**src/rtl/gpio48_pkg.sv**
```systemverilog
package gpio48_pkg;
  parameter int NUM_PORTS = 6;
  parameter int PORT_W    = 8;
  parameter int IRQ_PORTS = 3;
  parameter int ADDR_W    = 4;

  localparam int NUM_PINS = NUM_PORTS * PORT_W;
  localparam int IRQ_PINS = IRQ_PORTS * PORT_W;
  localparam int IDX_W    = $clog2(NUM_PORTS);
  localparam int SUM_OFS  = NUM_PORTS;
  localparam int PAGE_OFS = NUM_PORTS + 1;
  localparam int BANK_OFS = NUM_PORTS + 2;
  localparam int RES_OFS  = BANK_OFS + IRQ_PORTS;

  localparam logic [PORT_W-1:0] PAGE_EN  = 8'h80;
  localparam logic [PORT_W-1:0] PAGE_POL = 8'h40;
  localparam logic [PORT_W-1:0] PAGE_ID  = 8'hC0;

  typedef enum logic [2:0] {
    RD_ZERO, RD_PIN, RD_SUM, RD_PAGE, RD_EN, RD_POL, RD_ID
  } rd_sel_e;

  typedef struct packed {
    logic [NUM_PORTS-1:0] portWr;
    logic [IRQ_PORTS-1:0] enWr;
    logic [IRQ_PORTS-1:0] polWr;
    rd_sel_e              rdSel;
    logic [IDX_W-1:0]     rdIdx;
  } gpio_strb_t;
endpackage

```
**src/rtl/gpio48_ctrl.sv**
```systemverilog
module gpio48_ctrl
  import gpio48_pkg::*;
(
  input  logic              clk,
  input  logic              rstN,
  input  logic [ADDR_W-1:0] addr,
  input  logic              wrStb,
  input  logic [PORT_W-1:0] wrData,
  output gpio_strb_t        strb,
  output logic [PORT_W-1:0] pageQ
);
  typedef enum logic [1:0] {BANK_NONE, BANK_EN, BANK_POL, BANK_ID} bank_e;

  bank_e bank;
  int    addrInt;

  assign addrInt = int'(addr);

  always_ff @(posedge clk) begin
    if (!rstN) pageQ <= PAGE_ID;
    else if (wrStb && addrInt == PAGE_OFS) pageQ <= wrData;
  end

  always_comb begin
    case (pageQ)
      PAGE_EN:  bank = BANK_EN;
      PAGE_POL: bank = BANK_POL;
      PAGE_ID:  bank = BANK_ID;
      default:  bank = BANK_NONE;
    endcase
  end

  always_comb begin
    strb.portWr = '0;
    strb.enWr   = '0;
    strb.polWr  = '0;
    strb.rdSel  = RD_ZERO;
    strb.rdIdx  = '0;
    if (addrInt < NUM_PORTS) begin
      strb.rdSel = RD_PIN;
      strb.rdIdx = IDX_W'(addrInt);
      for (int i = 0; i < NUM_PORTS; i++)
        if (addrInt == i) strb.portWr[i] = wrStb;
    end else if (addrInt == SUM_OFS) begin
      strb.rdSel = RD_SUM;
    end else if (addrInt == PAGE_OFS) begin
      strb.rdSel = RD_PAGE;
    end else if (addrInt < RES_OFS) begin
      strb.rdIdx = IDX_W'(addrInt - BANK_OFS);
      case (bank)
        BANK_EN:  strb.rdSel = RD_EN;
        BANK_POL: strb.rdSel = RD_POL;
        BANK_ID:  strb.rdSel = RD_ID;
        default:  strb.rdSel = RD_ZERO;
      endcase
      for (int i = 0; i < IRQ_PORTS; i++) begin
        if (addrInt == BANK_OFS + i) begin
          strb.enWr[i]  = wrStb && (bank == BANK_EN);
          strb.polWr[i] = wrStb && (bank == BANK_POL);
        end
      end
    end
  end
endmodule

```
**src/rtl/gpio48_dpath.sv**
```systemverilog
module gpio48_dpath
  import gpio48_pkg::*;
(
  input  logic                clk,
  input  logic                rstN,
  input  gpio_strb_t          strb,
  input  logic [PORT_W-1:0]   wrData,
  input  logic [PORT_W-1:0]   pageQ,
  input  logic [NUM_PINS-1:0] pinIn,
  output logic [NUM_PINS-1:0] pinDriveLow,
  output logic [IRQ_PINS-1:0] enVec,
  output logic [IRQ_PINS-1:0] pendVec,
  output logic [PORT_W-1:0]   rdData
);
  logic [NUM_PINS-1:0]  latchQ, syncA, syncB;
  logic [IRQ_PINS-1:0]  prevQ, polVec, edgeHit;
  logic [IRQ_PORTS-1:0] sumVec;
  int                   selBase;

  for (genvar p = 0; p < NUM_PORTS; p++) begin : g_port
    always_ff @(posedge clk) begin
      if (!rstN) latchQ[p*PORT_W +: PORT_W] <= '0;
      else if (strb.portWr[p]) latchQ[p*PORT_W +: PORT_W] <= wrData;
    end
  end

  for (genvar p = 0; p < IRQ_PORTS; p++) begin : g_irq
    always_ff @(posedge clk) begin
      if (!rstN) begin
        enVec[p*PORT_W +: PORT_W]  <= '0;
        polVec[p*PORT_W +: PORT_W] <= '0;
      end else begin
        if (strb.enWr[p])  enVec[p*PORT_W +: PORT_W]  <= wrData;
        if (strb.polWr[p]) polVec[p*PORT_W +: PORT_W] <= wrData;
      end
    end
    assign sumVec[p] = |pendVec[p*PORT_W +: PORT_W];
  end

  always_ff @(posedge clk) begin
    if (!rstN) begin
      syncA   <= '0;
      syncB   <= '0;
      prevQ   <= '0;
      pendVec <= '0;
    end else begin
      syncA   <= pinIn;
      syncB   <= syncA;
      prevQ   <= syncB[IRQ_PINS-1:0];
      pendVec <= (pendVec | (edgeHit & enVec)) & enVec;
    end
  end

  assign edgeHit = (syncB[IRQ_PINS-1:0] & ~prevQ & polVec)
                 | (~syncB[IRQ_PINS-1:0] & prevQ & ~polVec);

  assign pinDriveLow = latchQ;
  assign selBase     = int'(strb.rdIdx) * PORT_W;

  always_comb begin
    case (strb.rdSel)
      RD_PIN:  rdData = syncB[selBase +: PORT_W];
      RD_SUM:  rdData = PORT_W'(sumVec);
      RD_PAGE: rdData = pageQ;
      RD_EN:   rdData = enVec[selBase +: PORT_W];
      RD_POL:  rdData = polVec[selBase +: PORT_W];
      RD_ID:   rdData = pendVec[selBase +: PORT_W];
      default: rdData = '0;
    endcase
  end
endmodule

```
**src/rtl/gpio48_paged_irq.sv**
```systemverilog
module gpio48_paged_irq
  import gpio48_pkg::*;
(
  input  logic                clk,
  input  logic                rstN,
  input  logic [ADDR_W-1:0]   addr,
  input  logic                wrStb,
  input  logic [PORT_W-1:0]   wrData,
  output logic [PORT_W-1:0]   rdData,
  input  logic [NUM_PINS-1:0] pinIn,
  output logic [NUM_PINS-1:0] pinDriveLow,
  output logic                irq
);
  gpio_strb_t          strb;
  logic [PORT_W-1:0]   pageQ;
  logic [IRQ_PINS-1:0] enVec, pendVec;

  gpio48_ctrl u_ctrl (
    .clk(clk), .rstN(rstN), .addr(addr), .wrStb(wrStb), .wrData(wrData),
    .strb(strb), .pageQ(pageQ)
  );

  gpio48_dpath u_dpath (
    .clk(clk), .rstN(rstN), .strb(strb), .wrData(wrData), .pageQ(pageQ),
    .pinIn(pinIn), .pinDriveLow(pinDriveLow), .enVec(enVec),
    .pendVec(pendVec), .rdData(rdData)
  );

  assign irq = |pendVec;
endmodule

```
**config.mk**
```make
export PLATFORM = sky130hd
export DESIGN_NAME = gpio48_paged_irq
export DESIGN_NICKNAME = d
export VERILOG_FILES = /design/src/rtl/gpio48_pkg.sv /design/src/rtl/gpio48_ctrl.sv /design/src/rtl/gpio48_dpath.sv /design/src/rtl/gpio48_paged_irq.sv
export SDC_FILE = /design/constraint.sdc
export NUM_CORES = 1
export LEC_CHECK = 0
export BUFFER_PORTS_ARGS = -buffer_cell sky130_fd_sc_hd__buf_2
export CAP_MARGIN = 15
export CORE_MARGIN = 3
export CORE_UTILIZATION = 54
export CTS_CLUSTER_SIZE = 10
export DETAILED_ROUTE_END_ITERATION = 8
export PLACE_DENSITY = 0.75
export SLEW_MARGIN = 20
export SYNTH_ARGS = -nofsm -noshare
export SYNTH_HDL_FRONTEND = slang
export SYNTH_SLANG_ARGS = --single-unit
```
**constraint.sdc**
```tcl
create_clock -name clk -period 4.38 [get_ports clk]
set_clock_uncertainty 0.15 [all_clocks]
set_input_delay 0.876 -clock clk [delete_from_list [all_inputs] [get_ports clk]]
set_output_delay 0.876 -clock clk [all_outputs]
set_load 0.02 [all_outputs]
```
* After elaboration in Yosys (flattened, before gate mapping)
Cells that the tools add are included.
Cells by class: shift-type cells 4, add/sub/neg operators 1, mux-type cells 25, reduce and logical (&&, ||, !) cells 8, magnitude comparators 2, bitwise operators 11, equality and inequality tests 22
Operators by type and width (number):
- AND 24 bit | 6
- NOT 24 bit | 3
- variable part select 24 x 7 -> 8 bit | 3
- OR 24 bit | 2
- case mux 8 bit (6 select lines) | 1
- variable part select 48 x 7 -> 8 bit | 1
- logical NOT 32 bit | 1
- two-way mux 6 bit | 5
- == test 4 bit, second input constant | 7
- OR reduction 24 bit | 1
- OR reduction 8 bit | 3
- == test 8 bit, second input constant | 2
- two-way mux 1 bit | 12
- two-way mux 12 bit | 1
- two-way mux 3 bit | 4
- == test 3 bit, second input constant | 3
- case mux 3 bit (3 select lines) | 1
- == test 4 x 3 -> 1 bit, second input constant | 2
- == test 8 x 7 -> 1 bit, second input constant | 1
- == test 3 x 2 -> 1 bit, second input constant | 2
- case mux 2 bit (3 select lines) | 1
- == test 2 bit, second input constant | 2
- == test 4 x 2 -> 1 bit, second input constant | 1
- less-than comparator 4 x 3 -> 1 bit, second input constant | 1
- other kinds (5) | 7
Word-level totals: output and inout port bits 57, bits of input ports 63, logic and storage cells 90, flip-flop bits (word level) 248

* Longest topological paths before layout
Gate-level depths: netlist (run 1).
depth in word-level cells 11, mapped depth 10, mapped depth without buffers 6

* Hierarchy
From an unflattened synthesis (run 1), not the netlist that was laid out.
Unflattened totals: cells, all modules 984, area, all modules 9785.6 sq um
By module, submodules not included:
- gpio48_dpath | sequential area each 4804.6 sq um, times used 1, cells each 899, area each 9126.3 sq um
- gpio48_ctrl | sequential area each 160.2 sq um, times used 1, cells each 77, area each 608.1 sq um
- gpio48_paged_irq | sequential area each 0.0 sq um, times used 1, cells each 8, area each 51.3 sq um

* Worst setup path after synthesis (run 1)
No wires, ideal clock.
path type input port to output port, from input addr[0], to output rdData[7], data required time 3.354 ns, buffers on the path 1, stages 7, arrival 2.724 ns, slack 0.630 ns, path through buf_2 > a21oi_2 > nand4_2 > nor3b_2 > a221oi_1 > o221a_1 > o31ai_1
On the way: word-level cells in the longest chain between the ends 7, elaborated cells on any way between the ends 22, classes of those cells add/sub: 1; order compare: 2; eq/ne: 8; shift: 4; mux: 7
Ends and longest elaborated chain:
- start, declared | RTL line gpio48_paged_irq.sv:6 | input logic [ADDR_W-1:0] addr,
- less-than comparator 4 bit / subtractor 3 x 1 -> 3 bit (equally long branches) | RTL line gpio48_ctrl.sv:48, gpio48_ctrl.sv:49
- two-way mux 12 bit | RTL line gpio48_ctrl.sv:48 | end else if (addrInt < RES_OFS) begin
- two-way mux 3 bit | RTL line gpio48_ctrl.sv:46 | end else if (addrInt == PAGE_OFS) begin
- two-way mux 3 bit | RTL line gpio48_ctrl.sv:44 | end else if (addrInt == SUM_OFS) begin
- two-way mux 6 bit * | RTL line gpio48_ctrl.sv:39 | if (addrInt < NUM_PORTS) begin
- variable part select 48 x 7 -> 8 bit (tied with other cells) | RTL line gpio48_dpath.sv:62 | RD_PIN: rdData = syncB[selBase +: PORT_W];
- case mux 8 bit (6 select lines) * | RTL line gpio48_dpath.sv:61 | case (strb.rdSel)
- end, declared | RTL line gpio48_paged_irq.sv:9 | output logic [PORT_W-1:0] rdData,
Every way passes the cells marked *; elsewhere a longest branch is shown, timed or not.

* Final worst setup path (run 1)
from register u_ctrl.pageQ[0], to output rdData[4]
On the way: word-level cells in the longest chain between the ends 10, elaborated cells on any way between the ends 19, classes of those cells eq/ne: 12; mux: 7
Ends and longest elaborated chain:
- start, declared | RTL line gpio48_ctrl.sv:10 | output logic [PORT_W-1:0] pageQ
- start signal, assigned | RTL line gpio48_ctrl.sv:21 | else if (wrStb && addrInt == PAGE_OFS) pageQ <= wrData;
- == test 8 bit / == test 8 x 7 -> 1 bit (equally long branches) | RTL line gpio48_ctrl.sv:25 | case (pageQ)
- case mux 2 bit (3 select lines) * | RTL line gpio48_ctrl.sv:25
- == test 2 bit / == test 2 x 1 -> 1 bit (equally long branches) | RTL line gpio48_ctrl.sv:50 | case (bank)
- case mux 3 bit (3 select lines) * | RTL line gpio48_ctrl.sv:50
- two-way mux 12 bit * | RTL line gpio48_ctrl.sv:48
- two-way mux 3 bit * | RTL line gpio48_ctrl.sv:46
- two-way mux 3 bit * | RTL line gpio48_ctrl.sv:44
- two-way mux 6 bit * | RTL line gpio48_ctrl.sv:39
- == test 3 bit (tied with other cells) | RTL line gpio48_dpath.sv:61
- case mux 8 bit (6 select lines) * | RTL line gpio48_dpath.sv:61
Marked as above.

==> flow_metrics.py, run 1 <==
metrics = {
    "global_routing": {
        "overflow": 0,
        "grt_pass1_wl_um": 40000,
        "track_usage": 0.251,
        "grt_max_degree": 112,
        "antenna_found_initial": 2,
        "grt_pass1_vias": 7103,
    },
    "cts": {
        "cts_root_buf": "clkbuf_16",
        "path_clk_slew_ps": 50,
        "clock-sinks": 248,
        "ctsResizeCount": 0,
        "cts_tree": "yes",
        "htreeDepth": 1,
        "post-cts-setup-buffer-count": 0,
        "cts_hold_buf": 0,
        "worstSkewPairLatency_ps": 520,
        "clockBufferDepth": 3,
        "cts-buffers-inserted": 28,
    },
    "sta": {
        "timing.final.ws_setup_ps": 224,
        "rsz0062_at_grt": "no",
        "max-slew-margin-rel": 0.423,
        "final-setup-viol-count": 0,
        "fin_setup_tns_ps": 0,
        "final_hold_viol_count": 0,
        "slew_violations": 0,
        "post-route-min-period_ps": 4160,
        "fmax_mhz": 241,
        "period_share": 0.949,
        "worst_pin_slew_ps": 865,
    },
    "setup_path": {
        "reg2reg_slack_ps": 1910,
        "cp-end-kind": "primary output",
        "endpoint": "rdData[4]",
        "critPathMaxFanout": 13,
        "r2r-start": "u_ctrl.pageQ[0]$_SDFFE_PN0P_",
        "path_class": "reg -> out",
        "path_delay_family": "simple AND/OR/NAND/NOR gates",
        "crit_slowest_cell": "dfxtp_1",
        "cp.required_ps": 3350,
        "worstPathArrival_ps": 3130,
        "rr_worst_depth": 6,
        "worstSetupStartpointType": "flip-flop",
        "crit_chain": "nor4_4 > and2_1 > buf_4 > nand2_1 > a311oi_1 > o32ai_1 > a41oi_1 > buf_2",
        "slowest_delay_ps": 390,
        "cp-startpoint": "u_ctrl.pageQ[0]$_SDFFE_PN0P_",
        "worst-path-stages": 8,
        "r2r_end": "u_dpath.polVec[6]$_SDFFE_PN0P_",
        "cp_num_buf_inv": 2,
    },
    "synthesis": {
        "synth_top_area_frac": 0.499,
        "syn_area_per_cell_um2": 9.95,
        "syn_area_mm2": 0.00995,
        "ys_seq_area_frac": 0.499,
        "synth.area.top_cells": "dfxtp_1, mux2i_1, and2_1",
        "synth_cells": 1000,
        "synth_edf_count": 0,
        "synth_flop_cell": "dfxtp_1",
        "yosys_warnings": 0,
        "synth-seq-cells": 248,
        "yosys.area.top_type": "dfxtp_1",
        "async_flop_share": 0,
        "synth_nets": 1063,
        "synth_cell_types": 68,
    },
    "final_layout": {
        "fillers": 1540,
        "areaGrowthSynthToFinish_pct": 15.7,
        "multi_input_area_mm2": 0.00468,
        "final_cell_area_mm2": 0.0115,
        "nets": 1174,
        "final_cell_count_no_fill": 1341,
        "regArea_mm2": 0.00496,
        "drive_gt1_frac": 0.175,
        "n_antenna_cell": 0,
    },
    "power": {
        "leakage_nw": 5.03,
        "cellPowerDensity_mw_per_mm2": 402,
        "ir_worst_vdd_mv": 0.337,
        "fin_total_pwr_mw": 4.63,
    },
    "hold_path": {
        "hold_path_class": "reg -> reg",
        "hold_path_depth": 1,
    },
    "detailed_routing": {
        "drtIter0Drc": 506,
        "vias": 7528,
        "wl_um": 25800,
        "drt_pass1_iterations": 7,
        "detail_route.vias_per_cell": 5.61,
        "route.detailed.drc": 0,
        "ant_nets": 0,
        "post_drt_wl_per_cell_um": 19.2,
    },
    "floorplan": {
        "pin_count": 120,
        "num_rows": 49,
        "start_util": 0.552,
        "dieArea_mm2": 0.0201,
        "die_y_um": 142,
        "design.core.area_mm2": 0.0180,
        "die_x_um": 142,
    },
    "job": {
        "max-cap-violations": 0,
    },
    "place": {
        "dp_hpwl_um": 18400,
        "dp_slack_ps": 313,
        "routabilityCongestion": 0.999,
        "place_inst": 1310,
        "port_buffers": 119,
        "postPlaceCellArea_mm2": 0.0108,
    },
    "status": {
        "status": "finished clean",
    },
}
==> power breakdown <==
| group | internal (mW) | switching (mW) | total (mW) |
|---|---|---|---|
| combinational | 0.135 | 0.199 | 0.334 |
| sequential | 2.31 | 0.0296 | 2.34 |
| clock | 1.16 | 0.799 | 1.95 |
| total | 3.60 | 1.03 | 4.63 |
==> synth_stat cells, types with 4 or more instances <==
| master | n |
|---|---|
| dfxtp_1 | 248 |
| and2_1 | 124 |
| mux2i_1 | 107 |
| nor2b_1 | 99 |
| nand2_1 | 73 |
| nor2_1 | 49 |
| clkbuf_1 | 43 |
| o311a_1 | 25 |
| nor3b_1 | 24 |
| a21oi_1 | 17 |
| buf_2 | 15 |
| o21ai_0 | 14 |
| a31oi_1 | 12 |
| nand3_1 | 11 |
| nand4_1 | 8 |
| a21boi_0 | 7 |
| a22oi_1 | 7 |
| nor4_1 | 7 |
| o21ai_1 | 7 |
| inv_1 | 6 |
| a221oi_1 | 5 |
| buf_1 | 5 |
| nand2b_1 | 5 |
| o2111ai_1 | 5 |
| a21o_1 | 4 |
| nor2_4 | 4 |
| o221ai_1 | 4 |
| o31ai_1 | 4 |
==> metal layers <==
layer | global-route usage | share of wire | routed length [µm] | vias up
met4 | 0.0803 | 0.030 | 784 | 4
met2 | 0.394 | 0.45 | 11500 | 301
li1 | - | - | - | 3671
met5 | 0 | 0.0010 | 26 | -
met3 | 0.0627 | 0.083 | 2140 | 55
met1 | 0.342 | 0.44 | 11300 | 3497
==> how the worst min path moves through the flow <==
stage                                       from                           end  slack, ps
floorplan            u_dpath.syncA[0]$_SDFF_PN0_   u_dpath.syncB[0]$_SDFF_PN0_        260
global placement     u_dpath.syncA[4]$_SDFF_PN0_   u_dpath.syncB[4]$_SDFF_PN0_        270
detailed placement   u_dpath.syncA[0]$_SDFF_PN0_   u_dpath.syncB[0]$_SDFF_PN0_        270
CTS                 u_dpath.syncA[34]$_SDFF_PN0_  u_dpath.syncB[34]$_SDFF_PN0_        280
global route         u_dpath.syncA[4]$_SDFF_PN0_   u_dpath.syncB[4]$_SDFF_PN0_        290
finish               u_dpath.syncA[9]$_SDFF_PN0_   u_dpath.syncB[9]$_SDFF_PN0_        280
==> cell type report <==
cell class	instances	area share
Clock buffer	31	0.0637
Inverter	7	0.00228
Multi-Input combinational cell	679	0.407
Sequential cell	248	0.431
Tap cell	229	0.0249
Timing Repair Buffer	147	0.0713
==> state kept, by name (all words and copies together) (netlist names) <==
register	cells
u_dpath.prevQ	24
u_dpath.polVec	24
u_dpath.syncA	48
u_dpath.syncB	48
u_ctrl.pageQ	8
u_dpath.pinDriveLow	48
u_dpath.pendVec	24
u_dpath.enVec	24
==> cell usage in the layout, fill, tap and decap left out, drive strengths merged, types with 3 or more instances in the layout <==
cell type    n
nand2       73
and2       124
a22oi        7
nor2        54
o311a       25
mux2i      107
o221ai       4
a31oi       12
dfxtp      248
nor3b       25
a21oi       18
o2111ai      5
a221oi       5
o211ai       3
a211oi       3
a21o         4
a21boi       8
buf        147
o21ai       21
and3         3
clkbuf      31
nand4       11
nand3b       3
o31ai        4
nor4         8
inv          7
nand2b       5
or2          3
o22ai        3
nor2b       99
nand3       11
==> stage by stage <==
| stage | hold WS (ps) | utilization |
|---|---|---|
| after global placement | 266 | 0.598 |
| after CTS | 280 | 0.639 |
| after detailed placement | 268 | 0.598 |
| after floorplan | 262 | - |
| final | 278 | 0.639 |
| after global routing | 291 | 0.639 |
==> logic make-up after synthesis <==
kind of cell | synth area share
multiplexers | 0.113
AO/OA/AOI/OAI | 0.107
buffers and inverters | 0.0305
AND/OR/NAND/NOR | 0.250
flip-flops | 0.499
Power figures use the tool's default switching activity.
==> run 2, diff against run 1 <==
--- a/config.mk
+++ b/config.mk
@@ -12,6 +12,7 @@
 export CTS_CLUSTER_SIZE = 10
 export DETAILED_ROUTE_END_ITERATION = 8
 export PLACE_DENSITY = 0.75
+export SETUP_SLACK_MARGIN = 0.4
 export SLEW_MARGIN = 20
 export SYNTH_ARGS = -nofsm -noshare
 export SYNTH_HDL_FRONTEND = slang
==> run 2 against run 1 <==
  * Die area unchanged
  * Register-to-register slack gained 120 ps
  * Global-route usage hardly changed
  * Routed wire length rose by 0.29%
  * Flip-flop and latch count unchanged
  * Maximum frequency grew 6.5%
  * Count of clock-buffer cells in the layout stayed put
  * Cell area increased by 0.48%
  * Largest cell class unchanged
  * Cell count is the same
  * Worst setup slack better by 250 ps
  * Sequential share of layout area decreased by 0.21 points
==> flow_metrics.py, run 2 (synthesis results as in run 1) <==
metrics = {
    "final_layout": {
        "n_antenna_cell": 0,
        "fillers": 1533,
        "finish.utilization": 0.642,
        "mostFrequentLayoutCells": "dfxtp_1, and2_1, buf_2, mux2i_1, nor2b_1",
        "final_common_cell": "dfxtp_1",
        "nets": 1174,
        "drive_gt1_frac": 0.185,
        "areaGrowthSynthToFinish_pct": 16.3,
    },
    "setup_path": {
        "rr_worst_depth": 6,
        "worstPathArrival_ps": 2880,
        "r2r-start": "u_ctrl.pageQ[7]$_SDFFE_PN1P_",
        "crit_slowest_cell": "a31oi_1",
        "cp.required_ps": 3350,
        "slowest_delay_ps": 350,
        "cp-end-kind": "primary output",
        "path_class": "in -> out",
        "critPathMaxFanout": 16,
        "r2r_end": "u_dpath.enVec[7]$_SDFFE_PN0P_",
        "crit_chain": "clkbuf_4 > a21o_1 > nor3_2 > and2_4 > buf_4 > nand4_1 > a31oi_1 > a22o_1 > buf_2",
        "worstSetupStartpointType": "input pin",
        "reg2reg_slack_ps": 2030,
    },
    "power": {
        "fin_total_pwr_mw": 4.64,
        "leakage_nw": 5.04,
        "ir_worst_vdd_mv": 0.337,
        "cellPowerDensity_mw_per_mm2": 401,
    },
    "cts": {
        "clock-sinks": 248,
        "cts_hold_buf": 0,
        "cts_tree": "yes",
        "cts-buffers-inserted": 28,
        "clockBufferDepth": 3,
        "worstSkewPairLatency_ps": 530,
        "cts_root_buf": "clkbuf_16",
        "htreeDepth": 1,
        "path_clk_slew_ps": 50,
    },
    "sta": {
        "hold_ws_ps": 278,
        "final_hold_viol_count": 0,
        "worst_pin_slew_ps": 868,
        "fmax_mhz": 256,
        "max-slew-margin-rel": 0.421,
        "rsz0062_at_grt": "no",
        "period_share": 0.891,
        "final-setup-viol-count": 0,
        "timing.final.ws_setup_ps": 478,
        "post-route-min-period_ps": 3900,
        "fin_setup_tns_ps": 0,
        "slew_violations": 0,
    },
    "detailed_routing": {
        "vias": 7535,
        "ant_nets": 0,
        "detail_route.vias_per_cell": 5.62,
        "wl_um": 25900,
        "drtIter0Drc": 502,
        "post_drt_wl_per_cell_um": 19.3,
        "drt_pass1_iterations": 7,
        "route.detailed.drc": 0,
    },
    "job": {
        "max-cap-violations": 0,
    },
    "hold_path": {
        "min_to": "u_dpath.syncB[9]$_SDFF_PN0_",
        "hp-start": "u_dpath.syncA[9]$_SDFF_PN0_",
        "hold_path_depth": 1,
        "hold_path_class": "reg -> reg",
    },
    "floorplan": {
        "design.core.area_mm2": 0.0180,
        "pin_count": 120,
        "num_rows": 49,
        "start_util": 0.552,
        "die_y_um": 142,
        "die_x_um": 142,
        "dieArea_mm2": 0.0201,
    },
    "global_routing": {
        "track_usage": 0.251,
        "grt_pass1_vias": 7118,
        "overflow": 0,
        "grt_max_degree": 112,
        "antenna_found_initial": 2,
        "grt_pass1_wl_um": 40000,
    },
    "place": {
        "dp_slack_ps": 313,
        "routabilityCongestion": 0.999,
        "port_buffers": 119,
        "dp_hpwl_um": 18400,
    },
    "status": {
        "status": "finished clean",
    },
}
==> run 2: cell types whose count changed in the layout (fill, tap and decap cells not counted), sizes merged <==
cell / delta
clkbuf: +2
buf: -2
==> run 2: what timing repair did <==
action                                  4_1_cts  5_1_grt
endpoints found under the setup margin        8        8
resized for setup                             5       13
buffers inserted                              0        0
==> run 2: through the flow <==
stage / cell area [µm²] / cells
final: 11600 / 1341
after global routing: 11600 / 1341
after CTS: 11500 / 1341
after detailed placement: 10800 / 1310
after global placement: 10800 / 1310
after floorplan: 9950 / 1000
==> run 2: final cells by class <==
cell class	instances	area (µm²)	area share
timing repair buffer	147	826	0.0714
sequential	248	4960	0.429
tap	229	287	0.0248
inverter	7	26.3	0.00227
clock buffer	31	733	0.0634
multi-input combinational	679	4730	0.409
==> run 2: report_power, final <==
part	leakage, nW	internal [mW]	switching [mW]
sequential	2.02	2.31	0.0295
combinational	2.66	0.138	0.203
clock	0.360	1.16	0.800
total	5.04	3.61	1.03
==> run 2: worst max-delay path, delay by kind of cell <==
| family | cells | cell delay, ps |
|---|---|---|
| buf+inv | 3 | 560 |
| simple gates | 3 | 580 |
| compound gates | 3 | 840 |
==> run 2: worst max path at each step <==
| stage | from | end | cells past startpoint |
|---|---|---|---|
| after floorplan | addr[0] | rdData[7] | 7 |
| after global placement | addr[1] | rdData[5] | 9 |
| after detailed placement | addr[1] | rdData[6] | 9 |
| after CTS | addr[1] | rdData[5] | 9 |
| after global routing | addr[0] | rdData[4] | 9 |
| final | addr[0] | rdData[1] | 9 |
==> run 2: metal layers <==
metal | wire length (µm) | global-route usage
met2 | 11600 | 0.395
met5 | 26 | 0
met1 | 11400 | 0.342
met3 | 2110 | 0.0627
met4 | 790 | 0.0803
==> run 3, diff against run 2 <==
==> constraint.sdc (replaced) <==
create_clock -name clk -period 4.38 [get_ports clk]
set_clock_uncertainty 0.15 [all_clocks]
set_input_delay 0.438 -clock clk [delete_from_list [all_inputs] [get_ports clk]]
set_output_delay 0.438 -clock clk [all_outputs]
set_load 0.02 [all_outputs]
==> run 3 against run 2 <==
  * Core utilization up 1.9 points
  * Count of clock-buffer cells in the layout unchanged
  * Cell count up 2.5%
  * Combinational power up 7.0%
  * Power up 0.74%
  * Cell area up 2.9%
  * Worst setup slack better by 43 ps
  * Sequential share of layout area down 1.2 points
  * Flip-flop and latch count unchanged
  * Clock power about the same
  * Routed wire length up 7.6%
  * Critical endpoint is now rdData[7]
  * Largest cell class unchanged
==> flow_metrics.py, run 3 (synthesis results as in run 1) <==
metrics = {
    "setup_path": {
        "slowest_delay_ps": 580,
        "critPathMaxFanout": 19,
        "reg2reg_slack_ps": 1820,
        "worstSetupStartpointType": "flip-flop",
        "crit_slowest_cell": "dfxtp_2",
        "cp_num_buf_inv": 2,
        "path_class": "reg -> out",
        "cp-end-kind": "primary output",
        "crit_chain": "nor2b_1 > buf_4 > o2bb2ai_2 > nor3b_2 > a221oi_1 > o221a_1 > o31ai_1 > buf_2",
        "path_delay_family": "compound AO/OA/AOI/OAI gates",
        "worstPathArrival_ps": 3270,
        "cp.required_ps": 3790,
    },
    "detailed_routing": {
        "m1WireLength_um": 12300,
        "post_drt_wl_per_cell_um": 20.3,
        "wl_um": 27800,
        "routed-wl-met3_um": 2090,
        "drtIter0Drc": 565,
        "drt_pass1_iterations": 5,
        "vias": 7754,
        "detail_route.vias_per_cell": 5.64,
        "ant_nets": 0,
        "routed-wl-met2_um": 12700,
        "top_layer_used": "met4",
        "route.detailed.drc": 0,
    },
    "status": {
        "status": "finished clean",
    },
    "final_layout": {
        "n_antenna_cell": 0,
        "areaGrowthSynthToFinish_pct": 19.6,
        "drive_gt1_frac": 0.158,
        "nets": 1207,
        "final_common_cell": "dfxtp_1",
        "final_cell_count_no_fill": 1374,
        "mostFrequentLayoutCells": "dfxtp_1, and2_1, buf_2, mux2i_1, nor2b_1",
        "final_cell_area_mm2": 0.0119,
    },
    "cts": {
        "htreeDepth": 1,
        "path_clk_slew_ps": 50,
        "clock-sinks": 248,
        "cts-buffers-inserted": 28,
        "worstSkewPairLatency_ps": 530,
        "clockBufferDepth": 3,
        "cts_root_buf": "clkbuf_16",
        "cts_tree": "yes",
    },
    "sta": {
        "final-setup-viol-count": 0,
        "final_hold_viol_count": 0,
        "post-route-min-period_ps": 3860,
        "fin_setup_tns_ps": 0,
        "fmax_mhz": 259,
        "hold_ws_ps": 135,
        "slew_violations": 0,
        "worst_pin_slew_ps": 750,
        "rsz0062_at_grt": "no",
        "max-slew-margin-rel": 0.496,
        "period_share": 0.881,
    },
    "global_routing": {
        "antenna_found_initial": 0,
        "overflow": 0,
        "grt_pass1_vias": 7492,
        "grt_pass1_wl_um": 43000,
        "track_usage": 0.273,
        "grt_max_degree": 141,
    },
    "power": {
        "ir_worst_vdd_mv": 0.329,
        "cellPowerDensity_mw_per_mm2": 393,
        "leakage_nw": 5.16,
    },
    "floorplan": {
        "num_rows": 49,
        "start_util": 0.552,
        "die_x_um": 142,
        "design.core.area_mm2": 0.0180,
        "dieArea_mm2": 0.0201,
        "pin_count": 120,
        "die_y_um": 142,
    },
    "place": {
        "place_inst": 1294,
        "port_buffers": 119,
        "dp_hpwl_um": 18500,
        "routabilityCongestion": 1.01,
        "postPlaceCellArea_mm2": 0.0107,
    },
    "job": {
        "max-cap-violations": 0,
    },
    "hold_path": {
        "hold_path_class": "in -> reg",
    },
}
## run 3: metal layers
layer	vias up	global-route usage
met4	0	0.0773
met3	56	0.0445
met5	-	0
li1	3738	-
met2	298	0.443
met1	3662	0.377
## run 3: path summary, 6_finish.rpt
check | depth (start not counted) | from | endpoint
max | 8 | u_ctrl.pageQ[6]$_SDFFE_PN1P_ | rdData[7]
min | 2 | rstN | u_ctrl.pageQ[6]$_SDFFE_PN1P_
max reg2reg | 7 | u_ctrl.pageQ[0]$_SDFFE_PN0P_ | u_dpath.polVec[3]$_SDFFE_PN0P_
min reg2reg | 1 | u_dpath.syncA[47]$_SDFF_PN0_ | u_dpath.syncB[47]$_SDFF_PN0_
## run 3: timing repair
item                       in CTS  in global routing
hold buffers                   48                  0
gates resized for setup         1                  1
hold endpoints to repair       48                  0
setup endpoints to repair       5                  5
pin swaps                       0                  0
setup buffers                   0                  0
## run 3: power by group
part           switching [mW]  internal (mW)  leakage, nW
clock                   0.810           1.15        0.360
combinational           0.209          0.156         2.78
sequential             0.0314           2.31         2.02
total                    1.05           3.62         5.16
## run 3: area by class of cell
class | count | area [µm²]
repair buffers | 180 | 1210
fillers | 1435 | 6120
clock buffers | 31 | 733
well taps | 229 | 287
inverters | 7 | 26.3
multi-input cells | 679 | 4680
flip-flops and latches | 248 | 4970
## run 3: per-stage QoR
step | utilization | power, mW | setup WS, ps
6_report | 0.660 | 4.67 | 521
5_1_grt | 0.660 | 4.83 | 423
4_1_cts | 0.659 | 4.69 | 538
3_5_place_dp | 0.591 | 2.71 | 767
3_3_place_gp | 0.591 | 2.71 | 816
2_1_floorplan | - | 2.59 | 1510
